## src/rtl/burst_sram_pkg.sv

```systemverilog
package burst_sram_pkg;
  // Low two address bits for a beat, given start bits, beat count and order.
  function automatic logic [1:0] beat_low(input logic [1:0] start,
                                          input logic [1:0] beat,
                                          input logic       ilv);
    return ilv ? (start ^ beat) : (start + beat);
  endfunction
endpackage

```

## src/rtl/burst_sram_ctrl.sv

```systemverilog
module burst_sram_ctrl #(
  parameter int LANES = 2
) (
  input  logic             clk,
  input  logic             rst,
  input  logic             sel1_n,
  input  logic             sel2,
  input  logic             sel3_n,
  input  logic             cpu_strobe_n,
  input  logic             ctl_strobe_n,
  input  logic             step_n,
  input  logic             all_wr_n,
  input  logic             lane_wr_en_n,
  input  logic [LANES-1:0] lane_sel_n,
  input  logic             out_en_n,
  output logic             load,
  output logic             adv,
  output logic             use_new_addr,
  output logic [LANES-1:0] wr_lanes,
  output logic             drive
);
  logic selected, p_go, c_go, strobe, cont;
  logic active_q, mask_q, wrote_q;
  logic [LANES-1:0] wr_dec;

  assign selected = !sel1_n && sel2 && !sel3_n;
  // processor strobe only counts while sel1_n is low; it outranks the other
  assign p_go   = !cpu_strobe_n && !sel1_n;
  assign c_go   = !ctl_strobe_n && !p_go;
  assign strobe = p_go || c_go;
  assign load   = strobe && selected;
  assign cont   = !strobe && active_q;
  assign adv    = cont && !step_n;

  assign wr_dec = {LANES{!all_wr_n}} | ({LANES{!lane_wr_en_n}} & ~lane_sel_n);
  assign use_new_addr = c_go && selected;
  assign wr_lanes = (use_new_addr || cont) ? wr_dec : '0;

  always_ff @(posedge clk) begin
    if (rst) begin
      active_q <= 1'b0;
      mask_q   <= 1'b0;
      wrote_q  <= 1'b0;
    end else begin
      if (strobe) active_q <= selected;
      mask_q  <= load && !active_q;
      wrote_q <= |wr_lanes;
    end
  end

  assign drive = active_q && !mask_q && !wrote_q && !out_en_n;
endmodule

```

## src/rtl/burst_sram_seq.sv

```systemverilog
module burst_sram_seq #(
  parameter int ADDR_W = 6
) (
  input  logic              clk,
  input  logic              rst,
  input  logic              load,
  input  logic              adv,
  input  logic              ilv,
  input  logic [ADDR_W-1:0] addr_in,
  output logic [ADDR_W-1:0] cur_addr
);
  import burst_sram_pkg::*;
  localparam int BASE_W = ADDR_W - 2;

  logic [BASE_W-1:0] base_q;
  logic [1:0]        start_q, beat_q;

  always_ff @(posedge clk) begin
    if (rst) begin
      base_q  <= '0;
      start_q <= '0;
      beat_q  <= '0;
    end else if (load) begin
      base_q  <= addr_in[ADDR_W-1:2];
      start_q <= addr_in[1:0];
      beat_q  <= '0;
    end else if (adv) begin
      beat_q  <= beat_q + 2'd1;
    end
  end

  assign cur_addr = {base_q, beat_low(start_q, beat_q, ilv)};
endmodule

```

## src/rtl/burst_sram_array.sv

```systemverilog
module burst_sram_array #(
  parameter int ADDR_W = 6,
  parameter int LANE_W = 9,
  parameter int LANES  = 2
) (
  input  logic                    clk,
  input  logic [LANES-1:0]        wr_lanes,
  input  logic [ADDR_W-1:0]       wr_addr,
  input  logic [LANES*LANE_W-1:0] wr_data,
  input  logic [ADDR_W-1:0]       rd_addr,
  output logic [LANES*LANE_W-1:0] rd_data
);
  localparam int DEPTH = 1 << ADDR_W;

  for (genvar l = 0; l < LANES; l++) begin : g_lane
    logic [LANE_W-1:0] mem [DEPTH];
    always_ff @(posedge clk) begin
      if (wr_lanes[l]) mem[wr_addr] <= wr_data[l*LANE_W +: LANE_W];
    end
    assign rd_data[l*LANE_W +: LANE_W] = mem[rd_addr];
  end
endmodule

```

## src/rtl/burst_sram.sv

```systemverilog
module burst_sram #(
  parameter int ADDR_W = 6,
  parameter int LANE_W = 9,
  parameter int LANES  = 2
) (
  input  logic                    clk,
  input  logic                    rst,
  input  logic [ADDR_W-1:0]       addr,
  input  logic                    sel1_n,
  input  logic                    sel2,
  input  logic                    sel3_n,
  input  logic                    cpu_strobe_n,
  input  logic                    ctl_strobe_n,
  input  logic                    step_n,
  input  logic                    all_wr_n,
  input  logic                    lane_wr_en_n,
  input  logic [LANES-1:0]        lane_sel_n,
  input  logic                    order_ilv,
  input  logic                    out_en_n,
  input  logic [LANES*LANE_W-1:0] din,
  output logic [LANES*LANE_W-1:0] dout,
  output logic [LANES-1:0]        dout_oe
);
  logic              load, adv, use_new_addr, drive;
  logic [LANES-1:0]  wr_lanes;
  logic [ADDR_W-1:0] cur_addr, wr_addr;

  burst_sram_ctrl #(.LANES(LANES)) u_ctrl (
    .clk(clk), .rst(rst), .sel1_n(sel1_n), .sel2(sel2), .sel3_n(sel3_n),
    .cpu_strobe_n(cpu_strobe_n), .ctl_strobe_n(ctl_strobe_n),
    .step_n(step_n), .all_wr_n(all_wr_n), .lane_wr_en_n(lane_wr_en_n),
    .lane_sel_n(lane_sel_n), .out_en_n(out_en_n), .load(load), .adv(adv),
    .use_new_addr(use_new_addr), .wr_lanes(wr_lanes), .drive(drive)
  );

  burst_sram_seq #(.ADDR_W(ADDR_W)) u_seq (
    .clk(clk), .rst(rst), .load(load), .adv(adv), .ilv(order_ilv),
    .addr_in(addr), .cur_addr(cur_addr)
  );

  // a controller-opened write lands at the presented address; a burst
  // continuation write lands at the current beat address
  assign wr_addr = use_new_addr ? addr : cur_addr;

  burst_sram_array #(.ADDR_W(ADDR_W), .LANE_W(LANE_W), .LANES(LANES)) u_array (
    .clk(clk), .wr_lanes(wr_lanes), .wr_addr(wr_addr), .wr_data(din),
    .rd_addr(cur_addr), .rd_data(dout)
  );

  assign dout_oe = {LANES{drive}};
endmodule

```

## config.mk

```make
export PLATFORM = sky130hd
export DESIGN_NAME = burst_sram
export DESIGN_NICKNAME = d
export VERILOG_FILES = /design/src/rtl/burst_sram_pkg.sv /design/src/rtl/burst_sram_ctrl.sv /design/src/rtl/burst_sram_seq.sv /design/src/rtl/burst_sram_array.sv /design/src/rtl/burst_sram.sv
export SDC_FILE = /design/constraint.sdc
export NUM_CORES = 1
export LEC_CHECK = 0
export BUFFER_PORTS_ARGS = -buffer_cell sky130_fd_sc_hd__buf_2
export CAP_MARGIN = 30
export CORE_ASPECT_RATIO = 0.5
export CORE_MARGIN = 10
export CORE_UTILIZATION = 33
export CTS_CLUSTER_DIAMETER = 150
export DETAILED_ROUTE_END_ITERATION = 16
export PLACE_DENSITY = 0.5
export SETUP_SLACK_MARGIN = 0.2
export SYNTH_ARGS = -nofsm -noshare
export SYNTH_HDL_FRONTEND = slang
export SYNTH_SLANG_ARGS = --single-unit
```

## constraint.sdc

```tcl
create_clock -name clk -period 6 [get_ports clk]
set_input_delay 0.3 -clock clk [delete_from_list [all_inputs] [get_ports clk]]
set_output_delay 0.3 -clock clk [all_outputs]
set_load 0.05 [all_outputs]
```

==> impl_metrics.ini, run 1 <==
[critical_path]
critPathCaptureType = primary output
worst-path-max-fanout = 46
r2r_end = u_array.g_lane[0].mem[23][4]
crit_type = reg2out
worstReg2RegStart = u_seq.beat_q[0]
rrSetupSlack_ns = 1.95
worst_setup_path_start_kind = register
crit_required_ns = 5.70
arrival_ns = 4.65
ff2ff_path_depth = 6

[yosys]
yosysWarnings = 0
seq_area_frac_synth_pct = 74.2
ys_top_cells_by_area = edfxtp_1, mux4_2, nand2_1, mux2i_1, nor2_1
ys_ff_latch = 1163
synth_top_area_share_pct = 73.8
synth.distinct_cells = 63
syn_area_per_cell_um2 = 17.3
syn_area_um2 = 46900
synth_edf_count = 1152
synthCells = 2709
async_flop_share_pct = 0
syn-num-nets = 2748
yosysTopAreaCell = edfxtp_1
synthFlopType = edfxtp_1

[placed_design]
dp_hpwl_um = 83400
routabilityCongestion = 0.811
pre_cts_ws_ns = 1.68
dp.cells = 4612
portBuffers = 57

[outcome]
status = finished, final reports clean

[finish]
area_growth_pct = 15.2
utilization_pct = 38.4
drive_gt1_share_pct = 21.4
fin_cells = 4838
final_cell_mix = edfxtp_1, nand2_1, mux4_2, nor2_1, buf_4
final_nets = 2901
final_common_cell = edfxtp_1

[sta]
fin_crit_sh_pct = 82.4
setup_violations = 0
fin_skew_ns = 0.0198
rsz0062_at_grt = no
worst_pin_slew_ns = 1.02
slew_violations = 0
tns_ns = 0
fin_crit_ns = 4.95
clock.fmax_mhz = 202
hold_viol_final = 0
relSlewSlack_pct = 31.7
worst_slack_ns = 1.05

[power_and_ir_drop]
p_per_area_nw_per_um2 = 311
vdd_drop_max_mv = 0.244
p_leak_nw = 16.5

[floorplanning]
die_h_um = 287
die_area_um2 = 159000
rows = 97
die_x_um = 553
core_um2 = 141000
start_util_pct = 33.4
io_pins = 58

[clock_network]
post-cts-setup-buffers = 0
hold_buffers = 10
cts_tree = yes
clock_path_buffers = 3
cts_buffers = 111
cts_root_buf = clkbuf_16
clk_latency_ns = 0.72
cts.sinks = 1163
cts-htree-levels = 3
cts_resized = 0
cts.clk_slew.worst_paths_ns = 0.08

[routing]
wl_um = 135000
drc = 0
ant_nets = 0
first_iter_violations = 2816
wl_per_cell_um = 28.0
first_pass_iters = 5
vias = 26400
viasPerCell = 5.45

[grt]
grtUsageTotal_pct = 16.6
grt_max_degree = 95
grt_pass1_vias = 26000
antenna_found_initial = 5
grt_first_pass_wirelength_um = 196000
gr-total-overflow = 0

[worst_hold_path]
hold_class = in2reg
holdCritStartpoint = sel3_n
hold_end = u_ctrl.mask_q
holdPathStages = 4

[job]
maxCapViolCount = 0
==> worst max-delay path, cell delays in order (launching register included) <==
cell and delay [ns]:
dfxtp_1 0.36, ha_4 0.82, buf_4 0.78, mux4_2 0.38, o22ai_1 0.11, or4_1 0.49, a32oi_1 0.52, buf_2 0.38
==> cells by family (layout without fill, tap and decap cells) <==
family	after synthesis	count (layout)	synth area share (%)
buf+inv	188	434	2.05
other cells	0	2	0
fa+ha+maj	1	1	0.0267
mux	286	286	10.9
simple gates	679	679	6.45
flops	1163	1163	74.2
xor+xnor	6	6	0.160
compound gates	386	386	6.17
==> synth_stat cells, types with 11 or more instances <==
cell and n:
buf_2 65, a221oi_1 32, nand2_1 308, buf_1 17, a31oi_1 18, o221ai_1 36
dfxtp_1 11, a32oi_1 16, o22ai_1 40, buf_4 26, or3_1 22, mux2i_1 90
clkbuf_1 67, mux2_2 16, nor3_1 30, a211oi_1 22, o41ai_1 11, o21a_1 12
nand3b_1 28, nand3_1 51, o21bai_1 18, o221a_2 14, o21ai_0 13, nor2_1 166
edfxtp_1 1152, a21oi_1 79, and3_1 30, a31o_2 22, mux4_2 178
==> metal layers <==
layer  GRT usage (%)  vias to the layer above  share of wire, %
met5               0                        -            0.0096
met4            4.38                        2               2.5
met3            2.89                      191               6.8
met2            26.3                      989                46
met1            23.7                    14000                44
li1                -                    11200                 -
==> final cells by class <==
type                       count  area, µm²
fill                       12800      86500
sequential                  1163      34800
multi-input combinational   1358      11300
clock buffer                 134       2950
tap                         1881       2350
timing repair buffer         226       1890
clock inverter                72        703
inverter                       2       7.51
antenna                        2       5.00
==> sequential cells by signal, indices dropped and copies added, names as in the netlist <==
| signal | count |
|---|---|
| u_ctrl.wrote_q | 1 |
| u_seq.base_q | 4 |
| u_ctrl.active_q | 1 |
| u_seq.start_q | 2 |
| u_ctrl.mask_q | 1 |
| u_array.g_lane.mem | 1152 |
| u_seq.beat_q | 2 |
==> where the power goes <==
part           switching, W  total (W)  internal, W
clock network       0.00306    0.00714      0.00409
registers        0.00000824    0.00894      0.00893
logic              0.000521   0.000730     0.000209
==> stage by stage <==
stage,instance area [µm²],hold slack [ns],total power (W)
floorplan,46900,0.379,0.00946
global placement,49600,0.456,0.00983
detailed placement,50200,0.446,0.00985
CTS,54000,0.0592,0.0169
global route,54000,0.0858,0.0173
finish,54000,0.111,0.0168
==> how the worst max path moves through the flow <==
stage	start	to	cells past startpoint
after floorplan	u_seq.beat_q[0]	dout[6]	9
after global routing	u_seq.beat_q[0]	dout[7]	8
after global placement	u_seq.beat_q[0]	dout[4]	8
after CTS	u_seq.beat_q[0]	dout[4]	8
after detailed placement	u_seq.beat_q[0]	dout[4]	8
final	u_seq.beat_q[0]	dout[0]	7
Note: power is estimated with default switching activity, not from simulation.
==> inputs of run 2 (changes only) <==
- clock period: 6 -> 4.95 ns (I/O delays scaled with it)
==> run 2 against run 1 <==
  * Register-to-register slack got worse by 0.67 ns
  * Sequential share of layout area decreased by 0.20 points
  * First-iteration DRC count shrank 5.6%
  * Non-clock buffer count rose by 34
  * Global-route usage hardly changed
  * Critical endpoint is now dout[3]
  * Sequential cell count stayed put
  * Critical path depth unchanged
  * Cell area rose by 0.31%
  * Total power is 20% higher
  * Combinational power rose by 22%
  * Largest power group unchanged
==> impl_metrics.ini, run 2 (synthesis gave the netlist of run 1 again) <==
[power_and_ir_drop]
total_power_w = 0.0202
vdd_drop_max_mv = 0.249
p_per_area_nw_per_um2 = 374
p_leak_nw = 16.6

[grt]
grtUsageTotal_pct = 16.7
grt_pass1_vias = 26500
grt_max_degree = 81
antenna_found_initial = 3
grt_first_pass_wirelength_um = 196000
gr-total-overflow = 0

[outcome]
status = finished, final reports clean

[finish]
largestRegisters = u_array.g_lane.mem (1152), u_seq.base_q (4)
area_growth_pct = 15.6
final_nets = 2934
largest_reg_flops = 1152
drive_gt1_share_pct = 22.5
final_cell_mix = edfxtp_1, nand2_1, mux4_2, nor2_1, buf_4
final_common_cell = edfxtp_1
nFillCells = 12900
largest_register = u_array.g_lane.mem

[clock_network]
clk_latency_ns = 0.71
cts_buffers = 110
cts_tree = yes
cts_root_buf = clkbuf_16
cts-htree-levels = 3
clock_path_buffers = 3
cts.clk_slew.worst_paths_ns = 0.06
cts.sinks = 1163

[critical_path]
crit_chain = buf_4 > nor2_1 > nand2_1 > o22ai_1 > or4_1 > a32oi_1 > buf_2
slowest_stage = nand2_1
crit_type = reg2out
crit_required_ns = 4.70
cpPeakStageDelay_ns = 0.69
arrival_ns = 4.34
critPathCaptureType = primary output
worst-path-max-fanout = 25
worst_setup_path_start_kind = register

[sta]
tns_ns = 0
fin_crit_ns = 4.58
slew_violations = 0
relSlewSlack_pct = 32.4
whs_ns = 0.0623
fin_crit_sh_pct = 92.6
hold_viol_final = 0
rsz0062_at_grt = no
clock.fmax_mhz = 218
fin_skew_ns = 0.0217
setup_violations = 0
worst_pin_slew_ns = 1.01

[placed_design]
portBuffers = 57
routabilityCongestion = 0.807
dp_hpwl_um = 84400

[routing]
drc = 0
ant_nets = 0
vias = 26500
viasPerCell = 5.45
wl_um = 136000
first_pass_iters = 7
wl_per_cell_um = 28.0
first_iter_violations = 2657

[floorplanning]
die_h_um = 287
rows = 97
io_pins = 58
start_util_pct = 33.4
die_x_um = 553
core_um2 = 141000
die_area_um2 = 159000

[worst_hold_path]
hold_class = in2reg

[job]
maxCapViolCount = 0
[run 2: cell types whose count changed in the layout (fill, tap and decap cells not counted), sizes merged]
| cell | delta |
|---|---|
| buf | +34 |
| clkinv | -7 |
| clkinvlp | +3 |
| inv | +2 |
| bufinv | -1 |
| clkbuf | -1 |
| diode | -1 |
[run 2: final cells by class]
cell class	count	area (µm²)	area share (%)
repair buffers	260	2120	3.92
clock buffers	133	2880	5.32
diodes	1	2.50	0.00462
inverters	2	7.51	0.0139
clock inverters	69	689	1.27
well taps	1881	2350	4.34
multi-input cells	1358	11300	20.9
flip-flops and latches	1163	34800	64.3
[run 2: path summary, 6_finish.rpt]
path / slack [ns] / cells after the start / startpoint / to
setup reg to reg: 1.28 / 8 / u_seq.beat_q[0] / u_array.g_lane[0].mem[36][3]
hold reg to reg: 0.47 / 1 / u_ctrl.active_q / u_ctrl.mask_q
setup / recovery: 0.37 / 7 / u_seq.base_q[1] / dout[3]
hold / removal: 0.06 / 4 / sel3_n / u_ctrl.mask_q
[run 2: worst max-delay path: cells and delay by family, from the launching register on]
family          cells  cell delay [ns]
compound gates      2             0.92
buf+inv             2             0.87
simple gates        3             1.28
flops               1             0.55
[run 2: metrics by stage]
step	util, %	instance area [µm²]	std cells	worst slack (ns)
finish	38.6	54200	4867	0.367
global route	38.6	54200	4867	0.224
CTS	38.5	54100	4858	0.205
detailed placement	35.9	50400	4645	0.729
global placement	35.6	50100	4607	0.803
floorplan	-	46900	2709	1.76
[run 2: repair_timing]
| item | CTS | global route |
|---|---|---|
| hold endpoints to repair | 11 | 0 |
| pin swaps | 1 | 0 |
| hold buffers | 10 | 0 |
| endpoints found under the setup margin | 3 | 1 |
| buffers inserted | 1 | 0 |
| resized for setup | 2 | 1 |
[run 2: routing by layer]
layer  vias to the layer above  wire (µm)  GRT usage, %
li1                      11300          -             -
met1                     14100      61400          23.8
met2                       971      62700          26.5
met3                       196       8220          2.51
met4                         0       3780          4.80
met5                         -          0             0
[run 2: report_power, final]
part	switching (W)	total, W	internal [W]
clock network	0.00371	0.00852	0.00481
logic	0.000631	0.000893	0.000262
registers	0.0000108	0.0108	0.0108
==> inputs of run 3 (changes only) <==
- GPL_TIMING_DRIVEN: unset -> 0
==> run 3 against run 2 <==
  * Setup slack got worse by 0.31 ns
  * Largest power group unchanged
  * Largest cell class unchanged
  * Sequential share of layout area decreased by 0.87 points
  * Cell area is 1.4% higher
  * Sequential power about the same
  * Register-to-register slack got worse by 1.2 ns
  * Hold slack lost 0.031 ns
  * Total power is 0.46% higher
  * Clock power down 2%
  * Critical endpoint is now dout[10]
  * First-iteration DRC count grew 67%
==> impl_metrics.ini, run 3 (synthesis gave the netlist of run 1 again) <==
[sta]
fin_skew_ns = 0.0279
fin_crit_sh_pct = 98.9
relSlewSlack_pct = 28.0
fin_crit_ns = 4.90
setup_violations = 0
clock.fmax_mhz = 204
hold_viol_final = 0
worst_pin_slew_ns = 1.08
rsz0062_at_grt = yes
worst_slack_ns = 0.0530
slew_violations = 0

[finish]
largest_register = u_array.g_lane.mem
utilization_pct = 39.1
largestRegisters = u_array.g_lane.mem (1152), u_seq.base_q (4)
nFillCells = 13000
final_cell_mix = edfxtp_1, nand2_1, mux4_2, nor2_1, clkbuf_16
largest_reg_flops = 1152
final_nets = 3035
final_common_cell = edfxtp_1
area_growth_pct = 17.1
fin_cells = 4974
finalInstanceArea_um2 = 54900
drive_gt1_share_pct = 24.4

[routing]
first_iter_violations = 4446
viasPerCell = 5.87
drc = 0
vias = 29200
wl_per_cell_um = 35.4
first_pass_iters = 6
wl_um = 176000
ant_nets = 0

[clock_network]
cts_buffers = 109
cts_root_buf = clkbuf_16
post-cts-setup-buffers = 0
clock_path_buffers = 3
clk_latency_ns = 0.74
cts_tree = yes
cts.sinks = 1163
cts-htree-levels = 3
cts.clk_slew.worst_paths_ns = 0.07

[placed_design]
routabilityCongestion = 0.981
pre_cts_ws_ns = -0.428
portBuffers = 57
dp_hpwl_um = 123000
placed_area_um2 = 50700
dp.cells = 4742

[grt]
grt_pass1_vias = 27900
antenna_found_initial = 13
grt_max_degree = 65
gr-total-overflow = 0
grt_first_pass_wirelength_um = 238000
grtUsageTotal_pct = 21.5

[floorplanning]
io_pins = 58
start_util_pct = 33.4
core_um2 = 141000
die_x_um = 553
die_area_um2 = 159000
die_h_um = 287
rows = 97

[critical_path]
crit_required_ns = 4.70
worst_setup_path_start_kind = register
crit_type = reg2out
critPathCaptureType = primary output
worst-path-max-fanout = 10
arrival_ns = 4.65

[power_and_ir_drop]
p_per_area_nw_per_um2 = 370
net-switching-power_w = 0.00464
vdd_drop_max_mv = 0.256
comb_power_share_pct = 5.6
switching_share_pct = 22.8
p_leak_nw = 17.0
power.internal_w = 0.0157
power_frac_seq_pct = 53.2
p_clk_share_pct = 41.2
total_power_w = 0.0203

[worst_hold_path]
hold_class = in2reg

[outcome]
status = finished, final reports clean

[job]
maxCapViolCount = 0
## run 3: cell count changes in the layout (fill, tap and decap cells not counted), moves of 12 or more
cell,change
buf_6,+40
buf_2,+22
buf_4,-54
clkbuf_2,+17
clkbuf_1,+47
buf_8,+12
## run 3: area by class of cell
cell class                      instances  area (µm²)  share of cell area [%]
Clock inverter                         67         588                    1.07
Timing Repair Buffer                  177        1650                    3.00
Antenna cell                           11        27.5                  0.0501
Multi-Input combinational cell       1358       11500                    21.0
Sequential cell                      1163       34800                    63.4
Buffer                                185        1110                    2.03
Tap cell                             1881        2350                    4.28
Inverter                                2        7.51                  0.0137
Clock buffer                          130        2850                    5.19
## run 3: worst paths after layout
path	startpoint	end	slack [ns]	depth (start not counted)
worst min-delay path	sel3_n	u_ctrl.mask_q	0.03	4
worst min register to register	u_ctrl.active_q	u_ctrl.mask_q	0.47	1
worst max register to register	u_seq.beat_q[0]	u_array.g_lane[1].mem[8][4]	0.06	10
worst max-delay path	u_seq.beat_q[0]	dout[10]	0.05	10
## run 3: power by group through the flow
stage / Combinational [W] / Clock (W) / Sequential, W
2_1_floorplan: 0.000435 / 0 / 0.0110
3_3_place_gp: 0.00101 / 0 / 0.0110
3_5_place_dp: 0.00106 / 0 / 0.0110
4_1_cts: 0.00111 / 0.00848 / 0.0108
5_1_grt: 0.00115 / 0.00887 / 0.0108
6_report: 0.00114 / 0.00838 / 0.0108
## run 3: timing repair
item                                   CTS  global route
pin swaps                                4             3
gates resized for setup                128            22
endpoints found under the hold margin   56             0
setup endpoints to repair              427            34
hold buffers                            14             0
## run 3: stage by stage
step | hold slack, ns | setup TNS [ns]
final | 0.0310 | 0
after global routing | 0.0243 | 0
after CTS | 0.0125 | 0
after detailed placement | 0.440 | -40.22
after global placement | 0.448 | -357.02
after floorplan | 0.327 | 0
## run 3: worst max-delay path, stage by stage, from the launching register on
cell	delay [ns]
dfxtp_2	0.36
ha_1	0.52
buf_4	0.34
nor2_2	0.17
clkbuf_2	0.28
clkbuf_4	0.35
a221oi_1	0.55
o21ai_0	0.25
nor3_2	0.35
o32a_1	0.36
buf_2	0.33
## run 3: per-layer routing
layer / vias up / GRT usage (%) / routed length, µm
li1: 11500 / - / -
met4: 2 / 7.54 / 6870
met3: 338 / 6.11 / 20300
met5: - / 0 / 20
met1: 15500 / 30.3 / 73100
met2: 1837 / 31.9 / 75800
